[src/rtl/wseq_pkg.sv]
// Shared widths and the segment descriptor type for the waveform sequencer.
// Assumes sample lengths and marker positions are given in samples, and
// addresses in four-sample words.
package wseq_pkg;
    localparam int SA_W    = 16;  // word address width
    localparam int SL_W    = 18;  // sample length / position width
    localparam int LOOP_W  = 24;  // repeat count width
    localparam int QUANT   = 4;   // samples per memory word
    localparam int MIN_LEN = 16;  // shortest legal waveform in samples

    typedef struct packed {
        logic [SA_W-1:0]   start;
        logic [SL_W-1:0]   len;
        logic [LOOP_W-1:0] loops;
        logic              mk_en;
        logic [SL_W-1:0]   mk_pos;
    } seg_t;
endpackage

[src/rtl/seg_table.sv]
// Descriptor storage in flops. Written only while the engine is idle so a
// running playback always sees a stable table. Assumes SEG_N >= 2.
module seg_table
    import wseq_pkg::*;
#(
    parameter int SEG_N = 8,
    localparam int IDX_W = $clog2(SEG_N)
) (
    input  logic                clk,
    input  logic                rst_n,
    input  logic                busy,
    input  logic                wr_en,
    input  logic [IDX_W-1:0]    wr_idx,
    input  seg_t                wr_data,
    output seg_t [SEG_N-1:0]    tbl
);
    seg_t [SEG_N-1:0] tbl_q;

    // Clear on reset, accept idle-time writes only.
    always_ff @(posedge clk) begin
        if (!rst_n) begin
            tbl_q <= '0;
        end else if (wr_en && !busy) begin
            tbl_q[wr_idx] <= wr_data;
        end
    end

    assign tbl = tbl_q;

    AST_TABLE_FROZEN: assert property (@(posedge clk) disable iff (!rst_n)
        busy |=> $stable(tbl_q));
endmodule

[src/rtl/cfg_check.sv]
// Combinational validity check over the descriptors that a playback would
// use. One checker slice per table entry; unused entries always pass.
module cfg_check
    import wseq_pkg::*;
#(
    parameter int SEG_N = 8,
    localparam int CNT_W = $clog2(SEG_N + 1)
) (
    input  seg_t [SEG_N-1:0] tbl,
    input  logic [CNT_W-1:0] n_used,
    input  logic             burst,
    output logic             bad
);
    logic [SEG_N-1:0] ok;

    for (genvar i = 0; i < SEG_N; i++) begin : g_slice
        logic len_ok, loop_ok, mk_ok;
        // Length aligned to the word quantum and not below the minimum.
        assign len_ok  = (tbl[i].len[1:0] == 2'b00) && (tbl[i].len >= SL_W'(MIN_LEN));
        // A zero repeat count is legal only when counts are ignored.
        assign loop_ok = burst || (tbl[i].loops != '0);
        // Marker aligned and inside the waveform when enabled.
        assign mk_ok   = !tbl[i].mk_en ||
                         ((tbl[i].mk_pos[1:0] == 2'b00) && (tbl[i].mk_pos < tbl[i].len));
        assign ok[i]   = (CNT_W'(i) >= n_used) || (len_ok && loop_ok && mk_ok);
    end

    // Any failing slice or an out-of-range count rejects the start.
    always_comb begin
        bad = !(&ok) || (n_used == '0) || (n_used > CNT_W'(SEG_N));
    end
endmodule

[src/rtl/play_engine.sv]
// Playback state machine: segment index, word offset inside the waveform
// and remaining repeats. Outputs are decoded from state with no extra
// pipeline, so an address appears in the cycle its state is held.
// Assumes the table does not change while busy.
module play_engine
    import wseq_pkg::*;
#(
    parameter int SEG_N = 8,
    localparam int IDX_W = $clog2(SEG_N),
    localparam int CNT_W = $clog2(SEG_N + 1),
    localparam int OFF_W = SL_W - 2
) (
    input  logic              clk,
    input  logic              rst_n,
    input  logic              trig,
    input  logic              burst,
    input  logic              stop,
    input  logic [CNT_W-1:0]  n_used,
    input  logic              cfg_bad,
    input  seg_t [SEG_N-1:0]  tbl,
    output logic [SA_W-1:0]   rd_addr,
    output logic              rd_valid,
    output logic              marker,
    output logic              busy,
    output logic              done,
    output logic              cfg_err
);
    logic               busy_q, done_q, err_q, burst_q, stop_q;
    logic [IDX_W-1:0]   seg_q, last_q, seg_nx;
    logic [OFF_W-1:0]   off_q;
    logic [LOOP_W-1:0]  loops_q, nxt_loops;
    seg_t               cur;
    logic               last_word, fin;

    // Current and following descriptor fields.
    always_comb begin
        cur       = tbl[seg_q];
        seg_nx    = seg_q + 1'b1;
        nxt_loops = tbl[seg_nx].loops;
    end

    // End-of-pass and end-of-segment decisions.
    always_comb begin
        last_word = (SL_W'(off_q) == (cur.len >> 2) - SL_W'(1));
        fin       = burst_q ? (stop_q || stop) : (loops_q == LOOP_W'(1));
    end

    // Sequencing of segments, passes and words.
    always_ff @(posedge clk) begin
        if (!rst_n) begin
            busy_q  <= 1'b0;
            done_q  <= 1'b0;
            err_q   <= 1'b0;
            burst_q <= 1'b0;
            stop_q  <= 1'b0;
            seg_q   <= '0;
            last_q  <= '0;
            off_q   <= '0;
            loops_q <= '0;
        end else begin
            done_q <= 1'b0;
            if (busy_q) begin
                if (last_word) begin
                    off_q <= '0;
                    if (fin) begin
                        stop_q <= 1'b0;
                        if (seg_q == last_q) begin
                            busy_q <= 1'b0;
                            done_q <= 1'b1;
                        end else begin
                            seg_q   <= seg_nx;
                            loops_q <= nxt_loops;
                        end
                    end else if (!burst_q) begin
                        loops_q <= loops_q - 1'b1;
                    end
                end else begin
                    off_q <= off_q + 1'b1;
                    if (stop && burst_q) stop_q <= 1'b1;
                end
            end else if (trig) begin
                err_q <= cfg_bad;
                if (!cfg_bad) begin
                    busy_q  <= 1'b1;
                    seg_q   <= '0;
                    off_q   <= '0;
                    loops_q <= tbl[0].loops;
                    last_q  <= IDX_W'(n_used - 1'b1);
                    burst_q <= burst;
                    stop_q  <= 1'b0;
                end
            end
        end
    end

    // Output decode from held state.
    always_comb begin
        rd_valid = busy_q;
        rd_addr  = busy_q ? (cur.start + SA_W'(off_q)) : '0;
        marker   = busy_q && cur.mk_en && ({off_q, 2'b00} == cur.mk_pos);
        busy     = busy_q;
        done     = done_q;
        cfg_err  = err_q;
    end

    AST_START_AT_ZERO: assert property (@(posedge clk) disable iff (!rst_n)
        $rose(busy_q) |-> (seg_q == '0 && off_q == '0));
    AST_ADDR_STEP: assert property (@(posedge clk) disable iff (!rst_n)
        (busy_q && off_q != '0) |-> (rd_addr == $past(rd_addr) + 1'b1));
    AST_OFF_RANGE: assert property (@(posedge clk) disable iff (!rst_n)
        busy_q |-> ({off_q, 2'b00} < cur.len));
    AST_MARK_BUSY: assert property (@(posedge clk) disable iff (!rst_n)
        marker |-> busy_q);
    AST_DONE_ON_FALL: assert property (@(posedge clk) disable iff (!rst_n)
        $fell(busy_q) |-> done_q);
    AST_DONE_IDLE: assert property (@(posedge clk) disable iff (!rst_n)
        $onehot0({busy_q, done_q}));
    AST_ERR_NOSTART: assert property (@(posedge clk) disable iff (!rst_n)
        $rose(err_q) |-> !busy_q);
endmodule

[src/rtl/wave_sequencer.sv]
// Top of the segmented waveform sequencer: descriptor table, start-time
// configuration check and playback engine. Assumes SEG_N >= 2 and that
// mode inputs are stable around the trigger.
module wave_sequencer
    import wseq_pkg::*;
#(
    parameter int SEG_N = 8,
    localparam int IDX_W = $clog2(SEG_N),
    localparam int CNT_W = $clog2(SEG_N + 1)
) (
    input  logic              clk,
    input  logic              rst_n,
    input  logic              trig,
    input  logic              mode_seq,
    input  logic              burst,
    input  logic              stop,
    input  logic [CNT_W-1:0]  seg_count,
    input  logic              wr_en,
    input  logic [IDX_W-1:0]  wr_idx,
    input  logic [SA_W-1:0]   wr_start,
    input  logic [SL_W-1:0]   wr_len,
    input  logic [LOOP_W-1:0] wr_loops,
    input  logic              wr_mk_en,
    input  logic [SL_W-1:0]   wr_mk_pos,
    output logic [SA_W-1:0]   rd_addr,
    output logic              rd_valid,
    output logic              marker,
    output logic              busy,
    output logic              done,
    output logic              cfg_err
);
    seg_t [SEG_N-1:0] tbl;
    seg_t             wr_data;
    logic [CNT_W-1:0] n_used;
    logic             cfg_bad;

    // Pack the write fields and pick the descriptor count for the mode.
    always_comb begin
        wr_data = '{start: wr_start, len: wr_len, loops: wr_loops,
                    mk_en: wr_mk_en, mk_pos: wr_mk_pos};
        n_used  = mode_seq ? seg_count : CNT_W'(1);
    end

    seg_table #(.SEG_N(SEG_N)) i_table (
        .clk(clk), .rst_n(rst_n), .busy(busy), .wr_en(wr_en),
        .wr_idx(wr_idx), .wr_data(wr_data), .tbl(tbl)
    );

    cfg_check #(.SEG_N(SEG_N)) i_check (
        .tbl(tbl), .n_used(n_used), .burst(burst), .bad(cfg_bad)
    );

    play_engine #(.SEG_N(SEG_N)) i_engine (
        .clk(clk), .rst_n(rst_n), .trig(trig), .burst(burst), .stop(stop),
        .n_used(n_used), .cfg_bad(cfg_bad), .tbl(tbl),
        .rd_addr(rd_addr), .rd_valid(rd_valid), .marker(marker),
        .busy(busy), .done(done), .cfg_err(cfg_err)
    );
endmodule

[config.mk]
export PLATFORM = sky130hd
export DESIGN_NAME = wave_sequencer
export DESIGN_NICKNAME = d
export VERILOG_FILES = /design/src/rtl/wseq_pkg.sv /design/src/rtl/seg_table.sv /design/src/rtl/cfg_check.sv /design/src/rtl/play_engine.sv /design/src/rtl/wave_sequencer.sv
export SDC_FILE = /design/constraint.sdc
export NUM_CORES = 2
export LEC_CHECK = 0
export ABC_AREA = 1
export BUFFER_PORTS_ARGS = -buffer_cell sky130_fd_sc_hd__buf_2
export CAP_MARGIN = 20
export CORE_UTILIZATION = 36
export CTS_CLUSTER_SIZE = 20
export DETAILED_ROUTE_END_ITERATION = 10
export HOLD_SLACK_MARGIN = 0.05
export SETUP_SLACK_MARGIN = 0.1
export SYNTH_ARGS = -nofsm -noshare
export SYNTH_HDL_FRONTEND = slang
export SYNTH_HIERARCHICAL = 1
export SYNTH_SLANG_ARGS = --single-unit
[constraint.sdc]
create_clock -name clk -period 11.1 [get_ports clk]
set_input_delay 0.555 -clock clk [delete_from_list [all_inputs] [get_ports clk]]
set_output_delay 0.555 -clock clk [all_outputs]
set_load 0.1 [all_outputs]
==> impl_results.md <==
- Status: complete, no violations
- Share of cells above drive strength 1: 5.22%
- WL final: roughly 150 mm
- Vias per cell: 5.22
- Post-synth top flop: dfxtp_1
- Commonest non-fill, non-tap cell in the layout: nor2_1
- Max-slew violation count: 0
- Final Hold Fails: 0
- Drt wl/cell: between 15 and 20 um
- DP Worst Slack: between 5 and 6 ns
- Syn Area/Cell: between 6 and 7 um2
- Yosys top cell area share: around a third
- Max Cap Viol: 0
- Crit-path max FO: 50
- Worst hold slack: approximately 0.21 ns
- Core footprint: around 110000 um2
- Most frequent cells in the layout: 1809 x nor2_1, 1502 x nand2_1, 663 x dfxtp_1
- Final instance area: ~42000 um2
- Largest net degree at the start of global routing: around 190
- Clk_lat worst skew: approximately 0.7 ns
- Fmax achieved: approximately 0.16 GHz
- Headroom to the max-slew limit: around 17%
- Non-Filler Instances: 7652
- Post-Synthesis Cells: 6330
- Syn_nets: ~6600
- Die Ht: around 330 um
- Min Tclk post-route: around 6.3 ns
- Number of port buffers: between 100 and 150
- Hold Buf Count CTS: 0
- Clk buf depth: 3
- Vias in the first global route: roughly 36000
- Final GP Congestion: roughly 0.94
- CP Capture Point: rd_addr[12]
- Final #Nets: ~6400
- CP Launch Type: flop
- Data arrival, critical path: around 5.7 ns
- Clock Sinks: approximately 670
- Synth area leaders: dfxtp_1 34%, nor2_1 18%, nand2_1 15%, nand3_1 6.2%, ha_1 5.1%
- Area grow syn2layout: 9.73%
- Routed vias: around 40000
- Post-CTS Setup Inserts: 0
- R2r endpoint: i_engine/loops_q[3]$_SDFFE_PN0P_
- H-tree levels: 3
- CTS tree: built
- Yosys reg bits: roughly 670
- Min-delay worst type: in2reg
- Num CTS Buffers: between 80 and 90
- Final worst path period share: about 57%
- Die W: around 330 um
- Initial antenna violation count: 3
- DP HPWL: about 98 mm
- Final setup TNS: 0 ns
- CP Capture Type: output port
- Power Dens Cells: between 100 and 150 nW/um2
- Drt drc: 0
- GRT Resource Usage Total: roughly a quarter
- Placed cells: 7503
- Rows: 119
- Critical path class: reg2out
- Clock transition at the registers of the reported paths: ~0.060 ns
- Mapped cell area: 38700 um2
- Count of unique library cells instantiated by Yosys: 54
- GRT overflow: 0
- Initial DRC Count: ~4400
- Pleak: around 19 nW
- WP data required: 10.55 ns
- RR Startpoint: i_engine/seg_q[0]$_SDFFE_PN0P_
- I/O Pins: ~110
- PostCTS Resize Cnt: 0
- Synth async-reset ratio: 0%
- Worst Hold Depth: 3
- Die area: approximately 110000 um2
- RSZ-0062 raised after global routing: false
- Sequential element share of the synthesized area: 34.5%
- Worst slew pin tran: about 1.2 ns
- Max rail drop VDD: 0.000104 V
- CP Launch Point: i_engine/seg_q[1]$_SDFFE_PN0P_
- Clock root buffer: clkbuf_16
- Final Setup Violations: 0
- Fillcell total: ~11000
- 1st-pass router iterations: 8
- Final WS setup: between 4 and 5 ns
- Yosys Warn Count: 6
- EDFF count, synth: 0
- Initial core utilization: between 30% and 40%
- Reg2reg setup slack: around 5.5 ns
- Antenna viol nets, final: 0
- R2R cell count: 18
- Placed cell areas: slightly below 40000 um2
- Clock Skew: approximately 0.036 ns
- First-pass GRT wire length: about 220 mm
- Dominant cell type by area after synthesis: dfxtp_1
==> flip-flops by register name, summed over array words and instances (netlist names) <==
register	flops
i_engine/off_q	16
i_engine/done	1
i_engine/stop_q	1
i_table/tbl	616
i_engine/seg_q	3
i_engine/last_q	3
i_engine/loops_q	24
i_engine/burst_q	1
i_engine/busy	1
i_engine/cfg_err	1
==> worst max-delay path: stages, from the launching register on <==
cell and delay (ns):
dfxtp_4 0.82, clkinv_2 0.76, o21ai_0 0.29, o22ai_1 0.10
nor2_1 0.11, a31oi_1 0.07, ha_1 0.27, fa_1 0.40
nand2_1 0.07, inv_1 0.05, o21ai_0 0.16, nand2_1 0.11
nand2_1 0.07, nand2_1 0.05, a21oi_1 0.24, nor2_1 0.07
o21ai_0 0.17, nand2_1 0.11, nand2_1 0.07, nand2_1 0.05
a21oi_1 0.24, o21ai_0 0.15, a21oi_1 0.15, buf_2 0.44
==> worst min-delay path by stage <==
stage                                        from                       endpoint
floorplan           i_table/tbl[523]$_SDFFE_PN0P_  i_table/tbl[523]$_SDFFE_PN0P_
global placement    i_table/tbl[531]$_SDFFE_PN0P_  i_table/tbl[531]$_SDFFE_PN0P_
detailed placement  i_table/tbl[531]$_SDFFE_PN0P_  i_table/tbl[531]$_SDFFE_PN0P_
CTS                                          trig  i_engine/cfg_err$_SDFFE_PN0P_
global route                                 trig  i_engine/cfg_err$_SDFFE_PN0P_
finish                                       trig  i_engine/cfg_err$_SDFFE_PN0P_
==> cells in the mapped netlist, types with 2 or more instances <==
library cell,number
nor2b_1,2
nand2_4,2
xnor2_1,8
o22ai_1,64
buf_6,8
o31ai_1,2
nand2_1,1502
inv_2,9
nand4_1,44
o221ai_1,27
nor2_2,4
a21boi_0,3
nand3b_1,8
a21oi_1,114
xor2_1,30
nor2_4,11
a21o_1,13
o32ai_1,3
buf_4,40
o211ai_1,10
and2_1,2
dfxtp_1,667
nor4_1,22
nand3_1,476
o311ai_0,4
a221oi_1,4
buf_2,64
buf_1,39
nand2_2,6
clkbuf_1,218
o21ai_1,20
a31oi_1,24
nor2_1,1814
ha_1,157
nor3_1,48
o21ai_0,347
inv_1,496
o21bai_1,2
==> routing by layer <==
layer	up-vias	GRT usage, %	share of wire [%]
met4	2	10.0	3.5
met3	265	3.50	7.5
li1	19667	-	-
met5	-	0	0.0088
met1	18495	36.3	44
met2	1540	42.4	45
==> per-stage QoR <==
stage / utilization [%] / total power, mW
finish: 40.1 / 6.26
global route: 40.1 / 6.51
CTS: 40.1 / 6.28
detailed placement: 37.6 / 3.56
global placement: 37.6 / 3.55
floorplan: - / 3.24
==> cell type report <==
class	count	area [um2]	share of cell area, %
inverters	506	1910	4.50
multi-input cells	4787	21800	51.4
clock inverters	27	354	0.834
diodes	1	2.50	0.00589
repair buffers	152	936	2.20
well taps	1391	1740	4.10
flip-flops and latches	667	13400	31.5
clock buffers	121	2350	5.53
==> where the power goes <==
part	switching, mW	internal, mW	leakage, nW
registers	0.0832	2.49	5.42
clock network	1.14	1.59	1.32
logic	0.674	0.288	12.1
total	1.90	4.37	18.8
==> kinds of logic (layout without fill, tap and decap cells) <==
kind of cell | after synthesis | after routing | share of synthesized area (%)
buf+inv | 876 | 806 | 9.28
fa+ha+maj | 158 | 158 | 5.13
xor+xnor | 39 | 39 | 0.918
simple gates | 3949 | 3949 | 41.0
flops | 667 | 667 | 34.5
other cells | 0 | 1 | 0
compound gates | 641 | 641 | 9.19
(Power assumes the default switching activity.)
